[config.mk]
export PLATFORM = sky130hd
export DESIGN_NAME = ptr_agu
export DESIGN_NICKNAME = d
export VERILOG_FILES = /design/src/rtl/ptr_agu_pkg.sv /design/src/rtl/ptr_agu_decode.sv /design/src/rtl/ptr_agu_wordalu.sv /design/src/rtl/ptr_agu_calc.sv /design/src/rtl/ptr_agu_regs.sv /design/src/rtl/ptr_agu_seq.sv /design/src/rtl/ptr_agu.sv
export SDC_FILE = /design/constraint.sdc
export NUM_CORES = 1
export LEC_CHECK = 0
export ABC_AREA = 1
export BUFFER_PORTS_ARGS = -buffer_cell sky130_fd_sc_hd__buf_2
export CORE_AREA = 2 2 127 129
export DETAILED_ROUTE_END_ITERATION = 10
export DIE_AREA = 0 0 129 131
export PLACE_DENSITY = 0.82
export SLEW_MARGIN = 20
export SYNTH_ARGS = -nofsm -noshare
export SYNTH_HDL_FRONTEND = slang
export SYNTH_SLANG_ARGS = --single-unit
[constraint.sdc]
create_clock -name clk -period 3.8 [get_ports clk]
set_clock_uncertainty 0.15 [all_clocks]
set_input_delay 0.19 -clock clk [delete_from_list [all_inputs] [get_ports clk]]
set_output_delay 0.19 -clock clk [all_outputs]
set_load 0.05 [all_outputs]
[src/rtl/ptr_agu_pkg.sv]
package ptr_agu_pkg;

   typedef enum logic [3:0] {
      OP_IDLE     = 4'd0,
      OP_PLAIN    = 4'd1,
      OP_POSTINC  = 4'd2,
      OP_PREDEC   = 4'd3,
      OP_DISP     = 4'd4,
      OP_PUSH     = 4'd5,
      OP_POP      = 4'd6,
      OP_ADDW     = 4'd7,
      OP_SUBW     = 4'd8,
      OP_PROG     = 4'd9,
      OP_PROG_INC = 4'd10
   } op_e;

   typedef enum logic [1:0] {
      SEL_X  = 2'd0,
      SEL_Y  = 2'd1,
      SEL_Z  = 2'd2,
      SEL_SP = 2'd3
   } sel_e;

   typedef struct packed {
      logic s;
      logic v;
      logic n;
      logic z;
      logic c;
   } flags_t;

endpackage

[src/rtl/ptr_agu_decode.sv]
module ptr_agu_decode
   import ptr_agu_pkg::*;
#(
   parameter int MEM_LEN   = 2,
   parameter int PROG_LEN  = 3,
   parameter int CNT_W     = 2,
   parameter bit DISP_ON_X = 1'b0
) (
   input  logic             start_i,
   input  logic             idle_i,
   input  logic [3:0]       op_i,
   input  logic [1:0]       sel_i,
   output logic             accept_o,
   output logic [CNT_W-1:0] len_o
);

   logic disp_ok;
   logic ptr_ok;
   logic legal;

   assign ptr_ok = (sel_i != SEL_SP);

   generate
      if (DISP_ON_X) begin : g_disp_all
         assign disp_ok = ptr_ok;
      end else begin : g_disp_yz
         assign disp_ok = (sel_i == SEL_Y) || (sel_i == SEL_Z);
      end
   endgenerate

   always_comb begin
      legal = 1'b0;
      len_o = CNT_W'(MEM_LEN);
      case (op_e'(op_i))
         OP_PLAIN, OP_POSTINC, OP_PREDEC: legal = ptr_ok;
         OP_DISP:                         legal = disp_ok;
         OP_PUSH, OP_POP:                 legal = 1'b1;
         OP_ADDW, OP_SUBW:                legal = ptr_ok;
         OP_PROG, OP_PROG_INC: begin
            legal = 1'b1;
            len_o = CNT_W'(PROG_LEN);
         end
         default:                         legal = 1'b0;
      endcase
   end

   assign accept_o = start_i & idle_i & legal;

endmodule

[src/rtl/ptr_agu_wordalu.sv]
module ptr_agu_wordalu
   import ptr_agu_pkg::*;
#(
   parameter int W   = 16,
   parameter int K_W = 6
) (
   input  logic [W-1:0]   a_i,
   input  logic [K_W-1:0] k_i,
   input  logic           sub_i,
   output logic [W-1:0]   r_o,
   output flags_t         flags_o
);

   logic [W-1:0] k_ext;
   logic [W:0]   sum;

   assign k_ext = {{(W-K_W){1'b0}}, k_i};

   always_comb begin
      if (sub_i) sum = {1'b0, a_i} - {1'b0, k_ext};
      else       sum = {1'b0, a_i} + {1'b0, k_ext};
      r_o       = sum[W-1:0];
      flags_o.c = sum[W];
      flags_o.n = sum[W-1];
      flags_o.z = (sum[W-1:0] == '0);
      flags_o.v = sub_i ? (a_i[W-1] & ~sum[W-1]) : (~a_i[W-1] & sum[W-1]);
      flags_o.s = flags_o.n ^ flags_o.v;
   end

endmodule

[src/rtl/ptr_agu_calc.sv]
module ptr_agu_calc
   import ptr_agu_pkg::*;
#(
   parameter int PTR_W  = 16,
   parameter int SP_W   = 11,
   parameter int DISP_W = 6,
   parameter int IMM_W  = 6
) (
   input  logic [3:0]        op_i,
   input  logic [1:0]        sel_i,
   input  logic [PTR_W-1:0]  x_i,
   input  logic [PTR_W-1:0]  y_i,
   input  logic [PTR_W-1:0]  z_i,
   input  logic [SP_W-1:0]   sp_i,
   input  logic [DISP_W-1:0] disp_i,
   input  logic [IMM_W-1:0]  imm_i,
   output logic [PTR_W-1:0]  addr_o,
   output logic              addr_en_o,
   output logic              prog_o,
   output logic              wb_en_o,
   output logic [1:0]        wb_sel_o,
   output logic [PTR_W-1:0]  wb_data_o,
   output logic              flg_en_o,
   output flags_t            flags_o
);

   localparam int SP_PAD = PTR_W - SP_W;

   logic [PTR_W-1:0] base;
   logic [PTR_W-1:0] base_inc;
   logic [PTR_W-1:0] base_dec;
   logic [PTR_W-1:0] base_disp;
   logic [PTR_W-1:0] z_inc;
   logic [SP_W-1:0]  sp_inc;
   logic [SP_W-1:0]  sp_dec;
   logic [PTR_W-1:0] alu_r;
   logic             is_sub;

   always_comb begin
      case (sel_e'(sel_i))
         SEL_X:   base = x_i;
         SEL_Y:   base = y_i;
         SEL_Z:   base = z_i;
         default: base = {{SP_PAD{1'b0}}, sp_i};
      endcase
   end

   assign base_inc  = base + 1'b1;
   assign base_dec  = base - 1'b1;
   assign base_disp = base + {{(PTR_W-DISP_W){1'b0}}, disp_i};
   assign z_inc     = z_i + 1'b1;
   assign sp_inc    = sp_i + 1'b1;
   assign sp_dec    = sp_i - 1'b1;
   assign is_sub    = (op_i == OP_SUBW);

   ptr_agu_wordalu #(
      .W   (PTR_W),
      .K_W (IMM_W)
   ) u_alu (
      .a_i     (base),
      .k_i     (imm_i),
      .sub_i   (is_sub),
      .r_o     (alu_r),
      .flags_o (flags_o)
   );

   always_comb begin
      addr_o    = base;
      addr_en_o = 1'b0;
      prog_o    = 1'b0;
      wb_en_o   = 1'b0;
      wb_sel_o  = sel_i;
      wb_data_o = base;
      flg_en_o  = 1'b0;
      case (op_e'(op_i))
         OP_PLAIN: begin
            addr_en_o = 1'b1;
         end
         OP_POSTINC: begin
            addr_en_o = 1'b1;
            wb_en_o   = 1'b1;
            wb_data_o = base_inc;
         end
         OP_PREDEC: begin
            addr_o    = base_dec;
            addr_en_o = 1'b1;
            wb_en_o   = 1'b1;
            wb_data_o = base_dec;
         end
         OP_DISP: begin
            addr_o    = base_disp;
            addr_en_o = 1'b1;
         end
         OP_PUSH: begin
            addr_o    = {{SP_PAD{1'b0}}, sp_i};
            addr_en_o = 1'b1;
            wb_en_o   = 1'b1;
            wb_sel_o  = SEL_SP;
            wb_data_o = {{SP_PAD{1'b0}}, sp_dec};
         end
         OP_POP: begin
            addr_o    = {{SP_PAD{1'b0}}, sp_inc};
            addr_en_o = 1'b1;
            wb_en_o   = 1'b1;
            wb_sel_o  = SEL_SP;
            wb_data_o = {{SP_PAD{1'b0}}, sp_inc};
         end
         OP_ADDW, OP_SUBW: begin
            wb_en_o   = 1'b1;
            wb_data_o = alu_r;
            flg_en_o  = 1'b1;
         end
         OP_PROG: begin
            addr_o    = z_i;
            addr_en_o = 1'b1;
            prog_o    = 1'b1;
         end
         OP_PROG_INC: begin
            addr_o    = z_i;
            addr_en_o = 1'b1;
            prog_o    = 1'b1;
            wb_en_o   = 1'b1;
            wb_sel_o  = SEL_Z;
            wb_data_o = z_inc;
         end
         default: begin
            addr_en_o = 1'b0;
         end
      endcase
   end

endmodule

[src/rtl/ptr_agu_regs.sv]
module ptr_agu_regs
   import ptr_agu_pkg::*;
#(
   parameter int PTR_W   = 16,
   parameter int SP_W    = 11,
   parameter int SP_INIT = 2047,
   parameter int N_PTR   = 3
) (
   input  logic             clk,
   input  logic             rst_n,
   input  logic             upd_en_i,
   input  logic [1:0]       upd_sel_i,
   input  logic [PTR_W-1:0] upd_data_i,
   input  logic             ld_en_i,
   input  logic [1:0]       ld_sel_i,
   input  logic [PTR_W-1:0] ld_data_i,
   output logic [PTR_W-1:0] ptr_o [N_PTR],
   output logic [SP_W-1:0]  sp_o
);

   generate
      for (genvar g = 0; g < N_PTR; g++) begin : g_ptr
         always_ff @(posedge clk) begin
            if (!rst_n)
               ptr_o[g] <= '0;
            else if (upd_en_i && upd_sel_i == 2'(g))
               ptr_o[g] <= upd_data_i;
            else if (ld_en_i && ld_sel_i == 2'(g))
               ptr_o[g] <= ld_data_i;
         end
      end
   endgenerate

   always_ff @(posedge clk) begin
      if (!rst_n)
         sp_o <= SP_W'(SP_INIT);
      else if (upd_en_i && upd_sel_i == SEL_SP)
         sp_o <= upd_data_i[SP_W-1:0];
      else if (ld_en_i && ld_sel_i == SEL_SP)
         sp_o <= ld_data_i[SP_W-1:0];
   end

   AST_SP_UNTOUCHED: assert property (@(posedge clk) disable iff (!rst_n)
      (!(ld_en_i && ld_sel_i == SEL_SP) && !(upd_en_i && upd_sel_i == SEL_SP)) |=> $stable(sp_o))
      else $error("stack pointer moved without a request");

endmodule

[src/rtl/ptr_agu_seq.sv]
module ptr_agu_seq #(
   parameter int CNT_W = 2
) (
   input  logic             clk,
   input  logic             rst_n,
   input  logic             load_i,
   input  logic [CNT_W-1:0] len_i,
   output logic             busy_o
);

   logic [CNT_W-1:0] cnt_q;

   always_ff @(posedge clk) begin
      if (!rst_n)
         cnt_q <= '0;
      else if (load_i)
         cnt_q <= len_i;
      else if (cnt_q != '0)
         cnt_q <= cnt_q - 1'b1;
   end

   assign busy_o = (cnt_q != '0);

   AST_BUSY_TWO_MIN: assert property (@(posedge clk) disable iff (!rst_n)
      $rose(busy_o) |=> busy_o)
      else $error("busy window shorter than two cycles");

   AST_NO_RELOAD: assert property (@(posedge clk) disable iff (!rst_n)
      busy_o |-> !load_i)
      else $error("operation accepted while busy");

endmodule

[src/rtl/ptr_agu.sv]
module ptr_agu
   import ptr_agu_pkg::*;
#(
   parameter int PTR_W     = 16,
   parameter int SP_W      = 11,
   parameter int DISP_W    = 6,
   parameter int IMM_W     = 6,
   parameter int MEM_LEN   = 2,
   parameter int PROG_LEN  = 3,
   parameter int SP_INIT   = 2047,
   parameter bit DISP_ON_X = 1'b0
) (
   input  logic              clk,
   input  logic              rst_n,
   input  logic              wr_en,
   input  logic [1:0]        wr_sel,
   input  logic [PTR_W-1:0]  wr_data,
   input  logic              start,
   input  logic [3:0]        op,
   input  logic [1:0]        ptr_sel,
   input  logic [DISP_W-1:0] disp,
   input  logic [IMM_W-1:0]  imm,
   output logic              busy,
   output logic              addr_valid,
   output logic              addr_prog,
   output logic [PTR_W-1:0]  mem_addr,
   output logic              wb_valid,
   output logic [1:0]        wb_sel,
   output logic [PTR_W-1:0]  wb_data,
   output logic [4:0]        flags,
   output logic [PTR_W-1:0]  ptr_x,
   output logic [PTR_W-1:0]  ptr_y,
   output logic [PTR_W-1:0]  ptr_z,
   output logic [SP_W-1:0]   sp
);

   localparam int LEN_MAX = (MEM_LEN > PROG_LEN) ? MEM_LEN : PROG_LEN;
   localparam int CNT_W   = $clog2(LEN_MAX + 1);
   localparam int N_PTR   = 3;

   generate
      if (SP_W >= PTR_W || DISP_W >= PTR_W || IMM_W >= PTR_W) begin : g_bad_width
         $error("stack, offset and constant widths must be below the pointer width");
      end
      if (MEM_LEN < 2 || PROG_LEN < 2) begin : g_bad_len
         $error("operation lengths must be at least two cycles");
      end
      if (SP_INIT < 0 || SP_INIT >= (1 << SP_W)) begin : g_bad_init
         $error("stack pointer reset value does not fit");
      end
   endgenerate

   logic             accept;
   logic [CNT_W-1:0] len;
   logic             ld_go;
   logic [PTR_W-1:0] ptr_q [N_PTR];

   logic [PTR_W-1:0] c_addr;
   logic             c_addr_en;
   logic             c_prog;
   logic             c_wb_en;
   logic [1:0]       c_wb_sel;
   logic [PTR_W-1:0] c_wb_data;
   logic             c_flg_en;
   flags_t           c_flags;

   logic             addr_valid_q;
   logic             prog_q;
   logic [PTR_W-1:0] addr_q;
   logic             wb_valid_q;
   logic [1:0]       wb_sel_q;
   logic [PTR_W-1:0] wb_data_q;
   flags_t           flags_q;

   ptr_agu_decode #(
      .MEM_LEN   (MEM_LEN),
      .PROG_LEN  (PROG_LEN),
      .CNT_W     (CNT_W),
      .DISP_ON_X (DISP_ON_X)
   ) u_dec (
      .start_i  (start),
      .idle_i   (~busy),
      .op_i     (op),
      .sel_i    (ptr_sel),
      .accept_o (accept),
      .len_o    (len)
   );

   ptr_agu_seq #(
      .CNT_W (CNT_W)
   ) u_seq (
      .clk    (clk),
      .rst_n  (rst_n),
      .load_i (accept),
      .len_i  (len),
      .busy_o (busy)
   );

   ptr_agu_calc #(
      .PTR_W  (PTR_W),
      .SP_W   (SP_W),
      .DISP_W (DISP_W),
      .IMM_W  (IMM_W)
   ) u_calc (
      .op_i      (op),
      .sel_i     (ptr_sel),
      .x_i       (ptr_q[0]),
      .y_i       (ptr_q[1]),
      .z_i       (ptr_q[2]),
      .sp_i      (sp),
      .disp_i    (disp),
      .imm_i     (imm),
      .addr_o    (c_addr),
      .addr_en_o (c_addr_en),
      .prog_o    (c_prog),
      .wb_en_o   (c_wb_en),
      .wb_sel_o  (c_wb_sel),
      .wb_data_o (c_wb_data),
      .flg_en_o  (c_flg_en),
      .flags_o   (c_flags)
   );

   assign ld_go = wr_en & ~accept;

   ptr_agu_regs #(
      .PTR_W   (PTR_W),
      .SP_W    (SP_W),
      .SP_INIT (SP_INIT),
      .N_PTR   (N_PTR)
   ) u_regs (
      .clk        (clk),
      .rst_n      (rst_n),
      .upd_en_i   (accept & c_wb_en),
      .upd_sel_i  (c_wb_sel),
      .upd_data_i (c_wb_data),
      .ld_en_i    (ld_go),
      .ld_sel_i   (wr_sel),
      .ld_data_i  (wr_data),
      .ptr_o      (ptr_q),
      .sp_o       (sp)
   );

   always_ff @(posedge clk) begin
      if (!rst_n) begin
         addr_valid_q <= 1'b0;
         prog_q       <= 1'b0;
         addr_q       <= '0;
         wb_valid_q   <= 1'b0;
         wb_sel_q     <= '0;
         wb_data_q    <= '0;
         flags_q      <= '0;
      end else begin
         addr_valid_q <= accept & c_addr_en;
         wb_valid_q   <= accept & c_wb_en;
         if (accept && c_addr_en) begin
            addr_q <= c_addr;
            prog_q <= c_prog;
         end
         if (accept && c_wb_en) begin
            wb_sel_q  <= c_wb_sel;
            wb_data_q <= c_wb_data;
         end
         if (accept && c_flg_en)
            flags_q <= c_flags;
      end
   end

   assign addr_valid = addr_valid_q;
   assign addr_prog  = prog_q;
   assign mem_addr   = addr_q;
   assign wb_valid   = wb_valid_q;
   assign wb_sel     = wb_sel_q;
   assign wb_data    = wb_data_q;
   assign flags      = flags_q;
   assign ptr_x      = ptr_q[0];
   assign ptr_y      = ptr_q[1];
   assign ptr_z      = ptr_q[2];

   AST_ADDR_PULSE: assert property (@(posedge clk) disable iff (!rst_n)
      addr_valid |=> !addr_valid)
      else $error("address strobe longer than one cycle");

   AST_FROZEN_WHILE_BUSY: assert property (@(posedge clk) disable iff (!rst_n)
      (busy && !wr_en) |=> ($stable(ptr_x) && $stable(ptr_y) && $stable(ptr_z) && $stable(sp)))
      else $error("register changed during busy window");

   AST_WB_INSIDE_BUSY: assert property (@(posedge clk) disable iff (!rst_n)
      (wb_valid || addr_valid) |-> busy)
      else $error("result strobe outside busy window");

   AST_DISP_NO_WB: assert property (@(posedge clk) disable iff (!rst_n)
      (accept && op == OP_DISP) |=> (!wb_valid && $stable(ptr_y) && $stable(ptr_z)))
      else $error("offset access rewrote a pointer");

   AST_FLAGS_HOLD: assert property (@(posedge clk) disable iff (!rst_n)
      !(accept && (op == OP_ADDW || op == OP_SUBW)) |=> $stable(flags))
      else $error("flags moved without word arithmetic");

endmodule

==> flow_summary.toml <==
[critical_path]
crit_path_max_incr_delay_ns = 0.38
critical_path.top_delay_family = "simple AND/OR/NAND/NOR gates"
worstSetupStartpointType = "input pin"
path_class = "in2reg"
arrival_ns = 3.56
crit_top_cell = "inv_1"
cp_slowest_cell = "ha_1"
worstPathCellList = "buf_2 > inv_1 > ha_1 > inv_1 > o21ai_0 > inv_1 > nand2_1 > nand2_1 > inv_1 > ha_1 > nand2_1 > o21a_1 > nor2_1 > a2111oi_1 > nand3_1 > nand2_1 > inv_1 > nand2_1 > nand3_2 > o21bai_1 > inv_1"
end_kind = "flip-flop"
cp.required_ns = 3.92
crit_buf_inv = 7
cp_max_fo = 8

[timing]
period_minus_slack_ns = 3.44
slew_headroom_pct = 38.8
hold_slack_ns = 0.0101
finalSetupTns_ns = 0
finalHoldViolCount = 0
tightest_slew_ns = 0.913
setup_violations = 0
setup_ws_ns = 0.361
slew_violations = 0
max_freq_mhz = 291
rsz0062_at_grt = "no"
fin_crit_sh_pct = 90.5

[die]
start_util_pct = 57.8
die_area_um2 = 16900
die_h_um = 131
rows = 46
die-width_um = 129
io_pins = 142
fp.coreArea_um2 = 15600

[global_routing]
met1_usage_pct = 52.6
grtUsageMet2_pct = 65.6
grt_util_all_layers_pct = 39.7
top_usage_layer = "met2"
first_global_vias = 9980
grt_overflow = 0
grt_max_degree = 48
grt_pass1_wl_um = 52200
antenna_found_initial = 0
met3_usage_pct = 5.33

[logic_synthesis]
ys.flop_type = "dfxtp_1"
syn_area_um2 = 9020
syn_area_per_cell_um2 = 6.12
seq_area_frac_synth_pct = 22.9
synth_top_area_share_pct = 22.9
synth_edf_count = 0
yosysMostFrequentCell = "nand2_1"
synthCells = 1475
synth_area_leaders = "dfxtp_1 (23%), nand2_1 (17%), inv_1 (7.1%)"
yosysUniqueCellTypes = 61
yosys-top-cells-count = "nand2_1 (398), inv_1 (170), a21oi_1 (122)"
yosys.area.top_type = "dfxtp_1"
yosys_warnings = 0
yosys_register_bits = 103
async_reset_ff_share_pct = 0
synth_nets = 1546

[routing]
via_per_inst = 6.01
drc = 0
antenna_left = 0
vias = 11000
drt_pass1_iterations = 5
post_drt_wl_per_cell_um = 18.5
drt_iter0_drc = 1025
drt_wl_total_um = 34000

[clocking]
cts_tree = "built"
cts_made_buffers = 9
root_buffer = "clkbuf_16"
cts_setup_buffers = 0
clock_path_buffers = 2
clock_latency_ns = 0.37
cts_sinks = 103
cts_max_level = 3
clk_pin_slew_ns = 0.08

[final_layout]
final_cells = 1835
area_growth_pct = 14.1
drive_gt1_share_pct = 18.2
diodes = 0
nNetsFinal = 1685
fillers = 1507

[status]
status = "complete, no violations"

[min_path]
hold_path.class = "in2reg"

[place]
place_hpwl_um = 26500
place_congestion = 1.03
portBuffers = 141
placed_cells = 1813
place_worst_setup_slack_ns = 0.00507

[pwr]
power.total_mw = 3.60
leakage_nw = 5.13
irDropWorstVdd_uv = 265
power.density_nw_per_um2 = 350

[job]
drv_cap = 0
[what timing repair did]
action                                  4_1_cts  5_1_grt
endpoints found under the hold margin         7        0
gates resized for setup                       0        1
endpoints found under the setup margin        0        1
hold buffers                                  6        0
[layer usage]
metal	routed length [um]	vias to the layer above
li1	-	5199
met1	13600	5002
met2	15400	719
met3	3670	111
met4	1250	0
met5	0	-
[worst paths after layout]
path / start / endpoint / slack [ns] / depth (start not counted)
setup reg to reg: u_regs.ptr_o[7] / u_regs.ptr_o[14] / 0.58 / 15
setup / recovery: ptr_sel[0] / wb_data[15] / 0.36 / 21
hold / removal: wr_data[10] / u_regs.sp_o[10] / 0.01 / 3
hold reg to reg: mem_addr[5] / mem_addr[5] / 0.31 / 2
[logic make-up (layout without fill, tap and decap cells)]
group | count (synthesis) | in the layout | share of synthesized area [%]
xor+xnor | 4 | 4 | 0.388
compound gates | 342 | 342 | 23.1
simple gates | 748 | 748 | 37.6
fa+ha+maj | 31 | 31 | 4.38
flops | 103 | 103 | 22.9
buf+inv | 247 | 391 | 11.7
[power breakdown]
group          internal, mW  switching, mW
sequential             1.15         0.0790
combinational         0.367           1.02
clock                 0.475          0.511
total                  2.00           1.61
[area by class of cell]
class,count,area [um^2],share of cell area (%)
flip-flops and latches,103,2060,20.0
well taps,216,270,2.63
clock inverters,7,81.3,0.790
repair buffers,177,991,9.63
multi-input cells,1125,5910,57.4
clock buffers,9,225,2.19
inverters,198,752,7.31
[cells in the final DEF, fill, tap and decap left out, types with 4 or more instances in the layout]
| master | n |
|---|---|
| nand3_2 | 9 |
| nand2_4 | 5 |
| buf_4 | 30 |
| nor2_2 | 14 |
| inv_1 | 169 |
| buf_2 | 141 |
| o21ai_0 | 97 |
| nor2_1 | 111 |
| dfxtp_1 | 103 |
| ha_1 | 30 |
| nand2_1 | 398 |
| nand4_1 | 24 |
| nand2_2 | 19 |
| a221oi_1 | 10 |
| clkinv_1 | 4 |
| o21ai_2 | 8 |
| o21bai_1 | 11 |
| o221ai_1 | 11 |
| o22ai_1 | 14 |
| a31oi_1 | 10 |
| o21a_1 | 4 |
| o21ai_1 | 14 |
| nor2_4 | 8 |
| o21ai_4 | 4 |
| o211ai_1 | 14 |
| a21oi_1 | 122 |
| dlygate4sd3_1 | 6 |
| nand3_1 | 118 |
| inv_2 | 22 |
| clkbuf_16 | 9 |
| nor3_1 | 23 |
[stage by stage]
| step | utilization [%] | instance area (um^2) |
|---|---|---|
| after floorplan | - | 9020 |
| after global placement | 63.6 | 9920 |
| after detailed placement | 63.6 | 9920 |
| after CTS | 66.0 | 10300 |
| after global routing | 66.0 | 10300 |
| final | 66.0 | 10300 |
[sequential cells by signal, indices dropped and copies added, names as in the netlist]
name,count
u_regs.ptr_o,48
mem_addr,16
wb_data,16
u_regs.sp_o,11
flags,5
u_seq.cnt_q,2
wb_sel,2
addr_prog,1
addr_valid,1
wb_valid,1
[worst min-delay path, delay by kind of cell]
family / cells / cell delay [ns]
compound gates: 2 / 0.22
buf+inv: 1 / 0.09
(Power assumes the default switching activity.)
